==> src/rtl/opnd_pkg.sv <==
package opnd_pkg;
  localparam int FIELD_W = 6;
  localparam int VREG_W  = 3;

  typedef enum logic [2:0] {
    CLS_REG  = 3'd0,
    CLS_MEM  = 3'd1,
    CLS_IMM  = 3'd2,
    CLS_SUPV = 3'd3,
    CLS_VREG = 3'd4,
    CLS_SCR  = 3'd5,
    CLS_XOP  = 3'd6
  } opnd_class_e;

  typedef enum logic [1:0] {
    AK_DIRECT   = 2'd0,
    AK_INDEXED  = 2'd1,
    AK_PRE_IND  = 2'd2,
    AK_POST_IND = 2'd3
  } addr_kind_e;

  typedef enum logic {
    PF_IDLE = 1'b0,
    PF_WAIT = 1'b1
  } pf_state_e;
endpackage

==> src/rtl/opnd_mode_decode.sv <==
module opnd_mode_decode
  import opnd_pkg::*;
#(
  parameter int FW = FIELD_W,
  parameter int VW = VREG_W
) (
  input  logic          is_vector,
  input  logic [1:0]    mode,
  input  logic [FW-1:0] field,
  output opnd_class_e   cls,
  output logic [FW-1:0] sel,
  output logic          is_mem,
  output logic          xop
);
  localparam int PAD_W = FW - VW;

  logic [FW-1:0] sc_sel, vc_sel;
  opnd_class_e   sc_cls, vc_cls;

  // scalar table: 00 reg, 01 mem, 11 imm, 10 extended operate
  always_comb begin
    sc_sel = field;
    unique case (mode)
      2'b00:   sc_cls = CLS_REG;
      2'b01:   sc_cls = CLS_MEM;
      2'b11:   sc_cls = CLS_IMM;
      default: begin sc_cls = CLS_XOP; sc_sel = '0; end
    endcase
  end

  // vector table: 00 supplementary set, 01 vector reg, 10 scratchpad, 11 mem
  always_comb begin
    unique case (mode)
      2'b00:   begin vc_cls = CLS_SUPV; vc_sel = '0; end
      2'b01:   begin vc_cls = CLS_VREG; vc_sel = {{PAD_W{1'b0}}, field[VW-1:0]}; end
      2'b10:   begin vc_cls = CLS_SCR;  vc_sel = field; end
      default: begin vc_cls = CLS_MEM;  vc_sel = field; end
    endcase
  end

  assign cls    = is_vector ? vc_cls : sc_cls;
  assign sel    = is_vector ? vc_sel : sc_sel;
  assign is_mem = (cls == CLS_MEM);
  assign xop    = (cls == CLS_XOP);
endmodule

==> src/rtl/opnd_ea_calc.sv <==
module opnd_ea_calc
  import opnd_pkg::*;
#(
  parameter int AW = 32,
  parameter int FW = FIELD_W
) (
  input  logic [AW-1:0] base,
  input  logic [FW-1:0] field,
  input  logic          ind,
  input  logic          post,
  input  logic [AW-1:0] idx_data,
  output logic [AW-1:0] idx_eff,
  output logic [AW-1:0] direct_ea,
  output logic [AW-1:0] fetch_addr,
  output addr_kind_e    kind
);
  // field zero means no indexing at all
  function automatic logic [AW-1:0] idx_value(input logic [FW-1:0] f,
                                              input logic [AW-1:0] d);
    return (f == '0) ? '0 : d;
  endfunction

  function automatic logic [AW-1:0] ea_add(input logic [AW-1:0] a,
                                           input logic [AW-1:0] b);
    return a + b;
  endfunction

  function automatic addr_kind_e pick_kind(input logic i, input logic p,
                                           input logic [FW-1:0] f,
                                           input logic [AW-1:0] x);
    if (!i)                 return (f == '0) ? AK_DIRECT : AK_INDEXED;
    else if (p && x != '0)  return AK_POST_IND;
    else                    return AK_PRE_IND;
  endfunction

  assign idx_eff    = idx_value(field, idx_data);
  assign direct_ea  = ea_add(base, idx_eff);
  assign kind       = pick_kind(ind, post, field, idx_eff);
  assign fetch_addr = (kind == AK_POST_IND) ? base : direct_ea;
endmodule

==> src/rtl/opnd_ptr_fetch.sv <==
module opnd_ptr_fetch
  import opnd_pkg::*;
#(
  parameter int AW = 32
) (
  input  logic          clk,
  input  logic          rst_n,
  input  logic          start,
  input  logic [AW-1:0] start_addr,
  input  logic          start_post,
  input  logic [AW-1:0] start_idx,
  output logic          mem_req,
  output logic [AW-1:0] mem_addr,
  input  logic          mem_ack,
  input  logic [AW-1:0] mem_rdata,
  output logic          busy,
  output logic          fin,
  output logic [AW-1:0] fin_addr
);
  pf_state_e     state;
  logic [AW-1:0] addr_q, idx_q;
  logic          post_q;

  function automatic logic [AW-1:0] post_add(input logic [AW-1:0] ptr,
                                             input logic [AW-1:0] x);
    return ptr + x;
  endfunction

  always_ff @(posedge clk or negedge rst_n) begin
    if (!rst_n) begin
      state  <= PF_IDLE;
      addr_q <= '0;
      idx_q  <= '0;
      post_q <= 1'b0;
    end else begin
      unique case (state)
        PF_IDLE: if (start) begin
          state  <= PF_WAIT;
          addr_q <= start_addr;
          idx_q  <= start_idx;
          post_q <= start_post;
        end
        PF_WAIT: if (mem_ack) state <= PF_IDLE;
        default: state <= PF_IDLE;
      endcase
    end
  end

  assign mem_req  = (state == PF_WAIT);
  assign mem_addr = addr_q;
  assign busy     = mem_req;
  assign fin      = mem_req & mem_ack;
  assign fin_addr = post_q ? post_add(mem_rdata, idx_q) : mem_rdata;
endmodule

==> src/rtl/opnd_addr_seq.sv <==
module opnd_addr_seq
  import opnd_pkg::*;
#(
  parameter int AW = 32,
  parameter int FW = FIELD_W
) (
  input  logic          clk,
  input  logic          rst_n,
  input  logic          req_valid,
  input  logic          req_vector,
  input  logic [1:0]    req_mode,
  input  logic [FW-1:0] req_field,
  input  logic          req_ind,
  input  logic          req_post,
  input  logic [AW-1:0] req_base,
  output logic [FW-1:0] idx_raddr,
  input  logic [AW-1:0] idx_rdata,
  output logic          mem_req,
  output logic [AW-1:0] mem_addr,
  input  logic          mem_ack,
  input  logic [AW-1:0] mem_rdata,
  output logic          busy,
  output logic          done,
  output logic          xop,
  output logic [2:0]    op_class,
  output logic [FW-1:0] op_sel,
  output logic [1:0]    addr_kind,
  output logic [AW-1:0] eff_addr
);
  opnd_class_e   dec_cls;
  logic [FW-1:0] dec_sel;
  logic          dec_mem, dec_xop;
  logic [AW-1:0] idx_eff, direct_ea, fetch_addr, fin_addr;
  addr_kind_e    kind;
  logic          fin;

  // named events for the checker
  logic accept, fetch_start, quick_done;

  assign idx_raddr = req_field;

  opnd_mode_decode #(.FW(FW)) u_dec (
    .is_vector(req_vector), .mode(req_mode), .field(req_field),
    .cls(dec_cls), .sel(dec_sel), .is_mem(dec_mem), .xop(dec_xop)
  );

  opnd_ea_calc #(.AW(AW), .FW(FW)) u_ea (
    .base(req_base), .field(req_field), .ind(req_ind), .post(req_post),
    .idx_data(idx_rdata), .idx_eff(idx_eff), .direct_ea(direct_ea),
    .fetch_addr(fetch_addr), .kind(kind)
  );

  assign accept      = req_valid & ~busy;
  assign fetch_start = accept & dec_mem & req_ind;
  assign quick_done  = accept & ~fetch_start;

  opnd_ptr_fetch #(.AW(AW)) u_pf (
    .clk(clk), .rst_n(rst_n), .start(fetch_start), .start_addr(fetch_addr),
    .start_post(kind == AK_POST_IND), .start_idx(idx_eff),
    .mem_req(mem_req), .mem_addr(mem_addr), .mem_ack(mem_ack),
    .mem_rdata(mem_rdata), .busy(busy), .fin(fin), .fin_addr(fin_addr)
  );

  logic [FW-1:0] pend_sel;
  addr_kind_e    pend_kind;

  always_ff @(posedge clk or negedge rst_n) begin
    if (!rst_n) begin
      done      <= 1'b0;
      xop       <= 1'b0;
      op_class  <= CLS_REG;
      op_sel    <= '0;
      addr_kind <= AK_DIRECT;
      eff_addr  <= '0;
      pend_sel  <= '0;
      pend_kind <= AK_DIRECT;
    end else begin
      done <= quick_done | fin;
      if (fetch_start) begin
        pend_sel  <= dec_sel;
        pend_kind <= kind;
      end
      if (quick_done) begin
        xop       <= dec_xop;
        op_class  <= dec_cls;
        op_sel    <= dec_sel;
        addr_kind <= dec_mem ? kind : AK_DIRECT;
        eff_addr  <= dec_mem ? direct_ea : '0;
      end else if (fin) begin
        xop       <= 1'b0;
        op_class  <= CLS_MEM;
        op_sel    <= pend_sel;
        addr_kind <= pend_kind;
        eff_addr  <= fin_addr;
      end
    end
  end
endmodule

==> config.mk <==
export PLATFORM = sky130hd
export DESIGN_NAME = opnd_addr_seq
export DESIGN_NICKNAME = d
export VERILOG_FILES = /design/src/rtl/opnd_pkg.sv /design/src/rtl/opnd_mode_decode.sv /design/src/rtl/opnd_ea_calc.sv /design/src/rtl/opnd_ptr_fetch.sv /design/src/rtl/opnd_addr_seq.sv
export SDC_FILE = /design/constraint.sdc
export NUM_CORES = 1
export LEC_CHECK = 0
export ABC_CLOCK_PERIOD_IN_PS = 2900
export BUFFER_PORTS_ARGS = -buffer_cell sky130_fd_sc_hd__buf_4
export CAP_MARGIN = 20
export CORE_MARGIN = 2
export CORE_UTILIZATION = 52
export CTS_BUF_LIST = sky130_fd_sc_hd__clkbuf_2 sky130_fd_sc_hd__clkbuf_4 sky130_fd_sc_hd__clkbuf_8
export CTS_CLUSTER_DIAMETER = 80
export DETAILED_ROUTE_END_ITERATION = 16
export HOLD_SLACK_MARGIN = 0.02
export PLACE_DENSITY = 0.87
export SETUP_SLACK_MARGIN = 0.3
export SYNTH_ARGS = -nofsm -noshare
export SYNTH_HDL_FRONTEND = slang
export SYNTH_SLANG_ARGS = --single-unit
==> constraint.sdc <==
create_clock -name clk -period 2.9 [get_ports clk]
set_input_delay 0.29 -clock clk [delete_from_list [all_inputs] [get_ports clk]]
set_output_delay 0.29 -clock clk [all_outputs]
set_load 0.01 [all_outputs]
==> impl_metrics.json, run 1 <==
{
  "antenna_found_initial": 1,
  "placed_area_um2": 12200,
  "ys_seq_area_share_pct": 32.51,
  "fin_ws_ns": -0.2163,
  "p_per_area_nw_per_um2": 644.4,
  "synth.cell_area_um2": 9159,
  "synthToLayoutAreaGrowth_pct": 49.59,
  "drive_above_1_share_pct": 44.08,
  "clockBufferDepth": 2,
  "p_clk_share_pct": 17.6,
  "power_uw": 8829,
  "htree_levels": 4,
  "die_h_um": 136.7,
  "setup_viol": 17,
  "start_util_pct": 53.14,
  "synth_fp_nets": 1240,
  "die_w_um": 136.7,
  "start_kind": "input pin",
  "violations": "setup timing",
  "fin_crit_sh_pct": 107.5,
  "cp.required_ns": 3.24,
  "track_usage_pct": 38.85,
  "drt_iter0_drc": 1470,
  "synth_edf_count": 0,
  "ys_seq_elements": 119,
  "routed_wl_um": 38990,
  "p_leak_uw": 0.006398,
  "max_freq_ghz": 0.3209,
  "yosysTopAreaCell": "dfrtp_1",
  "min_path_type": "in -> reg",
  "cts_tree": "done",
  "synthTopCellsByArea": "dfrtp_1 33%, ha_1 9.2%, nand2_1 5.2%",
  "num_antenna_cells": 0,
  "peakVddDrop_uv": 411.1,
  "async_reset_ff_share_pct": 100.0,
  "numCtsBuffers": 17,
  "die_area_um2": 18690,
  "insertion_delay_ns": 0.47,
  "crit_type": "in -> reg",
  "path_clk_slew_ns": 0.08,
  "swShare_pct": 41.22,
  "place_ws_ns": -0.5271,
  "fin_crit_ns": 3.116,
  "stdcell_area_um2": 13700,
  "critical_path.max_fanout": 7,
  "yosys_warnings": 0,
  "cts_root_buf": "clkbuf_8",
  "final.setup_skew_ns": 0.01291,
  "ys.flop_type": "dfrtp_1",
  "gp_congestion": 0.9784,
  "worstMarginPinSlew_ns": 0.8078,
  "nets": 1587,
  "synth_top_area_share_pct": 32.51,
  "io_buffers": 195,
  "ant_nets": 0,
  "cts_sinks": 119,
  "rows": 48,
  "critical_path_arrival_ns": 3.46,
  "worst_setup_path_end_kind": "flip-flop",
  "finalHoldViolCount": 0,
  "multi_input_area_um2": 6862,
  "postSynthCellCount": 1060,
  "grt_pass1_wl_um": 54830,
  "p_switching_uw": 3639,
  "grt_max_degree": 61,
  "routed_via_density": 6.498,
  "avgRoutedWirePerCell_um": 23.70,
  "grt_overflow": 0,
  "hpwl_um": 26830,
  "synth.distinct_cells": 83,
  "rsz0062_at_grt": "true",
  "drt_first_pass_iters": 6,
  "seq_power_share_pct": 28.0,
  "power_frac_comb_pct": 54.3,
  "grt_pass1_vias": 9986,
  "status": "finished, violations left",
  "nFillCells": 1005,
  "cap_violations": 0,
  "maxSlewViolCount": 0,
  "ios": 196,
  "p_int_uw": 5190,
  "ff_latch_area_um2": 2978,
  "route.detailed.drc": 0,
  "avgSynthCellArea_um2": 8.640,
  "slew_headroom_pct": 46.14,
  "via_count": 10689,
  "fp.coreArea_um2": 17240
}
## per-stage QoR
stage | hold slack [ns] | std cells | TNS [ns] | util [%]
3_5_place_dp | 0.4102 | 1582 | -12.74 | 70.78
2_1_floorplan | -0.005591 | 1060 | -0.1036 | -
6_report | 0.04513 | 1645 | -1.777 | 79.49
3_3_place_gp | 0.4062 | 1582 | -9.976 | 70.78
4_1_cts | 0.02808 | 1635 | -0.2043 | 76.87
5_1_grt | 0.02880 | 1645 | -3.935 | 79.49
## per-layer routing
metal | global-route usage, % | wire [um]
met2 | 58.39 | 17310
met3 | 8.815 | 4797
met5 | 0 | 17
met4 | 15.57 | 1963
met1 | 54.19 | 14900
## power groups by stage
stage	sequential, uW	combinational [uW]	clock [uW]
floorplan	2470	2310	0
global placement	2450	3910	0
detailed placement	2460	4030	0
CTS	2440	4370	1560
global route	2490	5090	1640
finish	2470	4800	1560
## cell type report
type | instances | share of cell area, %
Clock buffer | 18 | 1.808
Clock inverter | 14 | 1.087
Inverter | 20 | 0.5479
Multi-Input combinational cell | 859 | 50.08
Sequential cell | 119 | 21.74
Tap cell | 225 | 2.055
Timing Repair Buffer | 390 | 22.68
## final timing paths
| path | startpoint | end | slack (ns) | depth (start not counted) |
|---|---|---|---|---|
| worst min-delay path | mem_ack | u_pf.busy | 0.05 | 2 |
| worst max register to register | u_pf.idx_q[0] | eff_addr[22] | -0.16 | 15 |
| min in group asynchronous | rst_n | op_sel[2] | 0.44 | 2 |
| worst max-delay path | req_field[0] | eff_addr[31] | -0.22 | 18 |
| max in group asynchronous | rst_n | eff_addr[22] | 1.77 | 3 |
| worst min register to register | pend_sel[5] | op_sel[5] | 0.48 | 2 |
## sequential cells by signal (all words and copies together), names as in the netlist
name / flops
xop: 1
u_pf.post_q: 1
pend_kind: 2
u_pf.mem_addr: 32
addr_kind: 2
u_pf.idx_q: 32
u_pf.busy: 1
op_class: 3
eff_addr: 32
done: 1
op_sel: 6
pend_sel: 6
## placed cells by master, fill, tap and decap left out, drive strengths merged, types with 5 or more instances in the layout
cell / synthesis / routed
inv: 20 / 22
nand4: 10 / 10
o211ai: 6 / 6
xnor2: 30 / 30
o2111ai: 5 / 5
nor2: 80 / 80
and2: 38 / 38
a31oi: 28 / 28
and3: 7 / 7
nand2: 129 / 129
ha: 67 / 67
mux2: 33 / 33
nor4: 10 / 10
a21oi: 96 / 96
o21ai: 86 / 86
o21bai: 5 / 5
xor2: 20 / 20
nor3: 17 / 17
or3: 8 / 8
dfrtp: 119 / 119
clkbuf: 45 / 18
a211oi: 12 / 12
nand3: 21 / 21
a21o: 39 / 39
mux2i: 17 / 17
a22oi: 9 / 9
nor2b: 11 / 11
clkinv: 0 / 9
o21a: 11 / 11
buf: 17 / 388
o22ai: 6 / 6
o221ai: 5 / 5
## cell usage after synthesis (11+ instances only)
| library cell | number |
|---|---|
| nand3_1 | 20 |
| clkbuf_1 | 42 |
| a21o_1 | 38 |
| a21oi_1 | 92 |
| xnor2_1 | 30 |
| mux2i_1 | 17 |
| a31oi_1 | 28 |
| mux2_2 | 32 |
| dfrtp_1 | 119 |
| and2_1 | 37 |
| nor2_1 | 79 |
| nand2_1 | 128 |
| ha_1 | 67 |
| xor2_1 | 20 |
| o21ai_0 | 65 |
| nor2b_1 | 11 |
| nor3_1 | 17 |
| o21ai_1 | 17 |
| o21a_1 | 11 |
| inv_1 | 20 |
## cell families (layout without fill, tap and decap cells)
| group | after synthesis | in the layout | share of synthesized area [%] |
|---|---|---|---|
| AO/OA/AOI/OAI | 347 | 347 | 25.29 |
| AND/OR/NAND/NOR | 343 | 343 | 17.51 |
| flip-flops | 119 | 119 | 32.51 |
| buffers and inverters | 82 | 442 | 4.399 |
| adder cells (fa/ha/maj) | 69 | 69 | 9.590 |
| XOR/XNOR | 50 | 50 | 4.781 |
| multiplexers | 50 | 50 | 5.915 |
## worst max-delay path, stage by stage
cell and delay (ns):
buf_6 0.10, nor4_4 0.27, nand2_2 0.16, buf_6 0.15, buf_6 0.12, buf_16 0.14, and2_4 0.15, ha_4 0.24
a21oi_1 0.32, o21ai_2 0.17, nand4_1 0.17, a21oi_2 0.09, buf_4 0.16, o41ai_4 0.22, xor2_1 0.24, xnor2_1 0.15
nor2_1 0.06, a311o_1 0.26
## repair_timing
action | 4_1_cts | 5_1_grt
cloned | 2 | 0
hold buffers | 1 | 0
hold endpoints to repair | 58 | 0
setup buffers | 18 | 10
resized for setup | 87 | 73
endpoints found under the setup margin | 42 | 48
pin swaps | 55 | 35
Note: power is estimated with default switching activity, not from simulation.
==> run 2, diff against run 1 <==
--- a/config.mk
+++ b/config.mk
@@ -14,7 +14,7 @@
 export CTS_CLUSTER_DIAMETER = 80
 export DETAILED_ROUTE_END_ITERATION = 16
 export HOLD_SLACK_MARGIN = 0.02
-export PLACE_DENSITY = 0.87
+export PLACE_DENSITY = 0.82
 export SETUP_SLACK_MARGIN = 0.3
 export SYNTH_ARGS = -nofsm -noshare
 export SYNTH_HDL_FRONTEND = slang
==> impl_metrics.json, run 2 (synthesis gave the netlist of run 1 again) <==
{
  "status": "finished, violations left",
  "violations": "setup timing",
  "cts_root_buf": "clkbuf_8",
  "stdcell_area_um2": 13710,
  "die_w_um": 136.7,
  "clockBufferDepth": 2,
  "cap_violations": 0,
  "power_frac_comb_pct": 53.7,
  "gp_congestion": 0.9829,
  "final.setup_skew_ns": 0.01815,
  "drt_first_pass_iters": 6,
  "worst_setup_path_end_kind": "flip-flop",
  "htree_levels": 4,
  "min_path_type": "in -> reg",
  "drive_above_1_share_pct": 44.47,
  "crit_type": "in -> reg",
  "antenna_found_initial": 2,
  "track_usage_pct": 37.66,
  "maxSlewViolCount": 0,
  "finalHoldViolCount": 0,
  "cp_slowest_cell": "or3_1",
  "p_per_area_nw_per_um2": 650.7,
  "p_leak_uw": 0.006335,
  "nFillCells": 1058,
  "grt_max_degree": 47,
  "grt_overflow": 0,
  "routed_via_density": 6.341,
  "critical_path_arrival_ns": 3.48,
  "start_kind": "input pin",
  "route.detailed.drc": 0,
  "peakVddDrop_uv": 349.1,
  "multi_input_area_um2": 6972,
  "avgRoutedWirePerCell_um": 22.49,
  "fin_ws_ns": -0.1639,
  "die_area_um2": 18690,
  "grt_pass1_vias": 9552,
  "swShare_pct": 40.68,
  "ios": 196,
  "max_freq_ghz": 0.3264,
  "ant_nets": 0,
  "p_int_uw": 5292,
  "insertion_delay_ns": 0.48,
  "grt_pass1_wl_um": 53090,
  "routed_wl_um": 36810,
  "power_uw": 8922,
  "rows": 48,
  "fp.coreArea_um2": 17240,
  "hold_ws_ns": 0.04614,
  "synthToLayoutAreaGrowth_pct": 49.70,
  "ff_latch_area_um2": 2980,
  "placed_area_um2": 12100,
  "via_count": 10381,
  "numCtsBuffers": 17,
  "hpwl_um": 26320,
  "critical_path.max_fanout": 21,
  "rrSetupSlack_ns": -0.09,
  "nets": 1578,
  "cp_common_cell": "or3_1",
  "drt_iter0_drc": 1139,
  "setup_viol": 8,
  "final_core_util_pct": 79.54,
  "cts_tree": "done",
  "final_common_cell": "buf_4",
  "p_switching_uw": 3630,
  "die_h_um": 136.7,
  "rsz0062_at_grt": "true",
  "fin_crit_ns": 3.064,
  "cts_sinks": 119,
  "final_cell_mix": "357 x buf_4, 124 x nand2_1, 117 x dfrtp_1, 73 x nor2_1, 71 x a21oi_1",
  "p_clk_share_pct": 18.5,
  "path_clk_slew_ns": 0.08,
  "cp.required_ns": 3.31,
  "worstMarginPinSlew_ns": 0.8266,
  "seq_power_share_pct": 27.8,
  "crit_chain": "buf_8 -> nor4_4 -> nand2_2 -> buf_12 -> and2_4 -> ha_4 -> o211ai_1 -> or3_1 -> a21oi_2 -> o21ai_2 -> a21boi_2 -> o41ai_2 -> buf_4 -> or3_1 -> a41oi_2 -> and3_1",
  "crit_path_max_incr_delay_ns": 0.41,
  "fin_crit_sh_pct": 105.7,
  "io_buffers": 195,
  "start_util_pct": 53.14,
  "slew_headroom_pct": 44.89
}
==> run 2: path summary, 6_finish.rpt <==
path                                           to           from  depth (start not counted)
worst max-delay path                 eff_addr[28]   req_field[0]                         16
worst min-delay path                    u_pf.busy        mem_ack                          2
worst max register to register       eff_addr[28]  u_pf.idx_q[0]                         12
worst min register to register          op_sel[4]    pend_sel[4]                          2
max in group asynchronous       u_pf.mem_addr[27]          rst_n                          3
min in group asynchronous             pend_sel[2]          rst_n                          2
==> run 2: layout make-up <==
cell class	instances	area share [%]
inverters	20	0.5475
clock buffers	18	1.807
clock inverters	13	1.241
well taps	225	2.053
multi-input cells	859	50.85
repair buffers	381	21.73
flip-flops and latches	119	21.74
diodes	2	0.03650
==> run 2: power groups by stage <==
stage / clock network (uW) / logic, uW / registers, uW
floorplan: 0 / 2310 / 2470
detailed placement: 0 / 3950 / 2460
finish: 1650 / 4790 / 2480
global route: 1740 / 5120 / 2500
global placement: 0 / 3880 / 2450
CTS: 1650 / 4270 / 2440
==> run 2: per-stage QoR <==
stage	TNS (ns)	setup slack, ns	instances
finish	-0.4134	-0.1639	1637
global route	-1.982	-0.2772	1635
CTS	-0.06747	-0.04311	1620
detailed placement	-14.65	-0.5318	1574
global placement	-12.33	-0.4674	1574
floorplan	-0.1036	-0.04211	1060
==> run 2: worst max-delay path, delay by kind of cell <==
kind | cells | cell delay, ns
buffers and inverters | 3 | 0.45
AND/OR/NAND/NOR | 6 | 1.54
adder cells (fa/ha/maj) | 1 | 0.27
AO/OA/AOI/OAI | 6 | 0.90
==> run 2: timing repair <==
| action | CTS | global route |
|---|---|---|
| setup endpoints to repair | 39 | 48 |
| endpoints found under the hold margin | 42 | 0 |
| hold buffers | 1 | 0 |
| gates resized for setup | 104 | 83 |
| pin swaps | 51 | 46 |
| setup buffers | 14 | 15 |
==> run 2: layer usage <==
metal  track usage [%]  part of all wire, %
met1             52.37                   40
met5                 0                    0
met3             11.30                   12
met2             55.56                   44
met4             13.31                  3.6
==> run 3, diff against run 2 <==
--- a/config.mk
+++ b/config.mk
@@ -8,11 +8,13 @@
 export ABC_CLOCK_PERIOD_IN_PS = 2900
 export BUFFER_PORTS_ARGS = -buffer_cell sky130_fd_sc_hd__buf_4
 export CAP_MARGIN = 20
+export CORE_ASPECT_RATIO = 0.75
 export CORE_MARGIN = 2
 export CORE_UTILIZATION = 52
 export CTS_BUF_LIST = sky130_fd_sc_hd__clkbuf_2 sky130_fd_sc_hd__clkbuf_4 sky130_fd_sc_hd__clkbuf_8
 export CTS_CLUSTER_DIAMETER = 80
 export DETAILED_ROUTE_END_ITERATION = 16
+export GPL_ROUTABILITY_DRIVEN = 1
 export HOLD_SLACK_MARGIN = 0.02
 export PLACE_DENSITY = 0.82
 export SETUP_SLACK_MARGIN = 0.3
==> impl_metrics.json, run 3 (synthesis gave the netlist of run 1 again) <==
{
  "status": "finished, violations left",
  "violations": "setup timing",
  "p_clk_share_pct": 18.6,
  "worstMarginPinSlew_ns": 0.8926,
  "critical_path.max_fanout": 5,
  "crit_type": "in -> reg",
  "min_path_type": "in -> reg",
  "finalHoldViolCount": 0,
  "numCtsBuffers": 17,
  "crit_chain": "buf_8 -> nor4_4 -> nand2_4 -> buf_6 -> and2_4 -> ha_4 -> buf_4 -> o21ai_0 -> nand4b_1 -> inv_1 -> a211oi_4 -> o41ai_2 -> xor2_1 -> buf_4 -> buf_6 -> nand2_4 -> xor2_1 -> o21ai_1",
  "cp.required_ns": 3.30,
  "cts_sinks": 119,
  "antenna_found_initial": 0,
  "dpl.cell_count": 1595,
  "num_antenna_cells": 0,
  "synthToLayoutAreaGrowth_pct": 53.77,
  "final_cell_mix": "370 x buf_4, 119 x dfrtp_1, 118 x nand2_1, 71 x nor2_1, 69 x a21oi_1",
  "grt_pass1_wl_um": 55650,
  "p_per_area_nw_per_um2": 639.6,
  "track_usage_pct": 38.95,
  "fin_ws_ns": -0.4764,
  "hpwl_um": 26230,
  "critical_path_arrival_ns": 3.78,
  "grt_max_degree": 47,
  "grt_overflow": 0,
  "peakVddDrop_uv": 411.4,
  "fp.coreArea_um2": 17030,
  "max_freq_ghz": 0.2962,
  "p_leak_uw": 0.006575,
  "fin_cells": 1677,
  "worst_setup_path_end_kind": "flip-flop",
  "slew_headroom_pct": 40.28,
  "routed_wl_um": 40390,
  "rsz0062_at_grt": "true",
  "swShare_pct": 40.90,
  "htree_levels": 4,
  "drive_above_1_share_pct": 45.94,
  "path_clk_slew_ns": 0.08,
  "die_w_um": 157.2,
  "clockBufferDepth": 2,
  "fin_crit_ns": 3.376,
  "cap_violations": 0,
  "drt_iter0_drc": 1152,
  "maxSlewViolCount": 0,
  "setup_viol": 34,
  "final.setup_skew_ns": 0.01620,
  "die_area_um2": 18700,
  "cp_slowest_cell": "nor4_4",
  "start_kind": "input pin",
  "rows": 41,
  "route.detailed.drc": 0,
  "start_util_pct": 53.78,
  "drt_first_pass_iters": 6,
  "power_frac_comb_pct": 54.0,
  "fin_crit_sh_pct": 116.4,
  "io_buffers": 195,
  "avgRoutedWirePerCell_um": 24.08,
  "gp_congestion": 0.9536,
  "p_int_uw": 5324,
  "seq_power_share_pct": 27.4,
  "die_h_um": 118.9,
  "cts_tree": "done",
  "ant_nets": 0,
  "final_common_cell": "buf_4",
  "p_switching_uw": 3684,
  "hold_ws_ns": 0.02805,
  "grt_pass1_vias": 10233,
  "via_count": 10677,
  "tns_ns": -5.987,
  "cts_root_buf": "clkbuf_8",
  "nets": 1608,
  "final_core_util_pct": 82.69,
  "ios": 196,
  "insertion_delay_ns": 0.47,
  "routed_via_density": 6.367,
  "crit_path_max_incr_delay_ns": 0.37
}
-- run 3: worst max-delay path, delay by kind of cell --
family                   cells  cell delay [ns]
AO/OA/AOI/OAI                4             0.88
XOR/XNOR                     2             0.47
adder cells (fa/ha/maj)      1             0.23
buffers and inverters        6             0.88
AND/OR/NAND/NOR              5             1.01
-- run 3: layout make-up --
class                   instances  area [um2]
multi-input cells             860        7057
repair buffers                410        3261
flip-flops and latches        119        2978
fillers                       984        2948
well taps                     236       295.3
clock buffers                  21       270.3
clock inverters                11       147.6
inverters                      20       75.07
-- run 3: power by group through the flow --
stage / Clock [uW] / Sequential [uW] / Combinational, uW
after floorplan: 0 / 2470 / 2310
after global placement: 0 / 2450 / 3910
after detailed placement: 0 / 2460 / 4000
after CTS: 1660 / 2430 / 4380
after global routing: 1750 / 2490 / 5160
final: 1680 / 2470 / 4860
-- run 3: path summary, 6_finish.rpt --
check / from / endpoint / slack, ns / depth (start not counted)
setup reg to reg: u_pf.idx_q[0] / eff_addr[28] / -0.22 / 12
max in group asynchronous: rst_n / u_pf.idx_q[14] / 1.64 / 3
setup / recovery: req_field[0] / u_pf.mem_addr[31] / -0.48 / 18
hold reg to reg: pend_sel[3] / op_sel[3] / 0.48 / 2
hold / removal: mem_ack / u_pf.busy / 0.03 / 2
min in group asynchronous: rst_n / op_sel[4] / 0.33 / 2
-- run 3: per-layer routing --
metal,wire length (um),track usage (%)
met1,15070,50.19
met5,0,0
met2,18270,62.36
met3,3895,6.550
met4,3154,21.31
-- run 3: through the flow --
| stage | total power [uW] | cell area [um2] | worst slack, ns |
|---|---|---|---|
| floorplan | 4785 | 9515 | -0.04211 |
| global placement | 6359 | 12190 | -0.6254 |
| detailed placement | 6454 | 12190 | -0.7252 |
| CTS | 8471 | 13500 | -0.1800 |
| global route | 9405 | 14080 | -0.5229 |
| finish | 9008 | 14080 | -0.4764 |
-- run 3: timing repair --
action / 4_1_cts / 5_1_grt
gates cloned: 2 / 0
buffers inserted: 27 / 20
endpoints found under the hold margin: 34 / 0
setup endpoints to repair: 48 / 51
pin swaps: 82 / 75
hold buffers: 1 / 0
gates resized for setup: 145 / 78
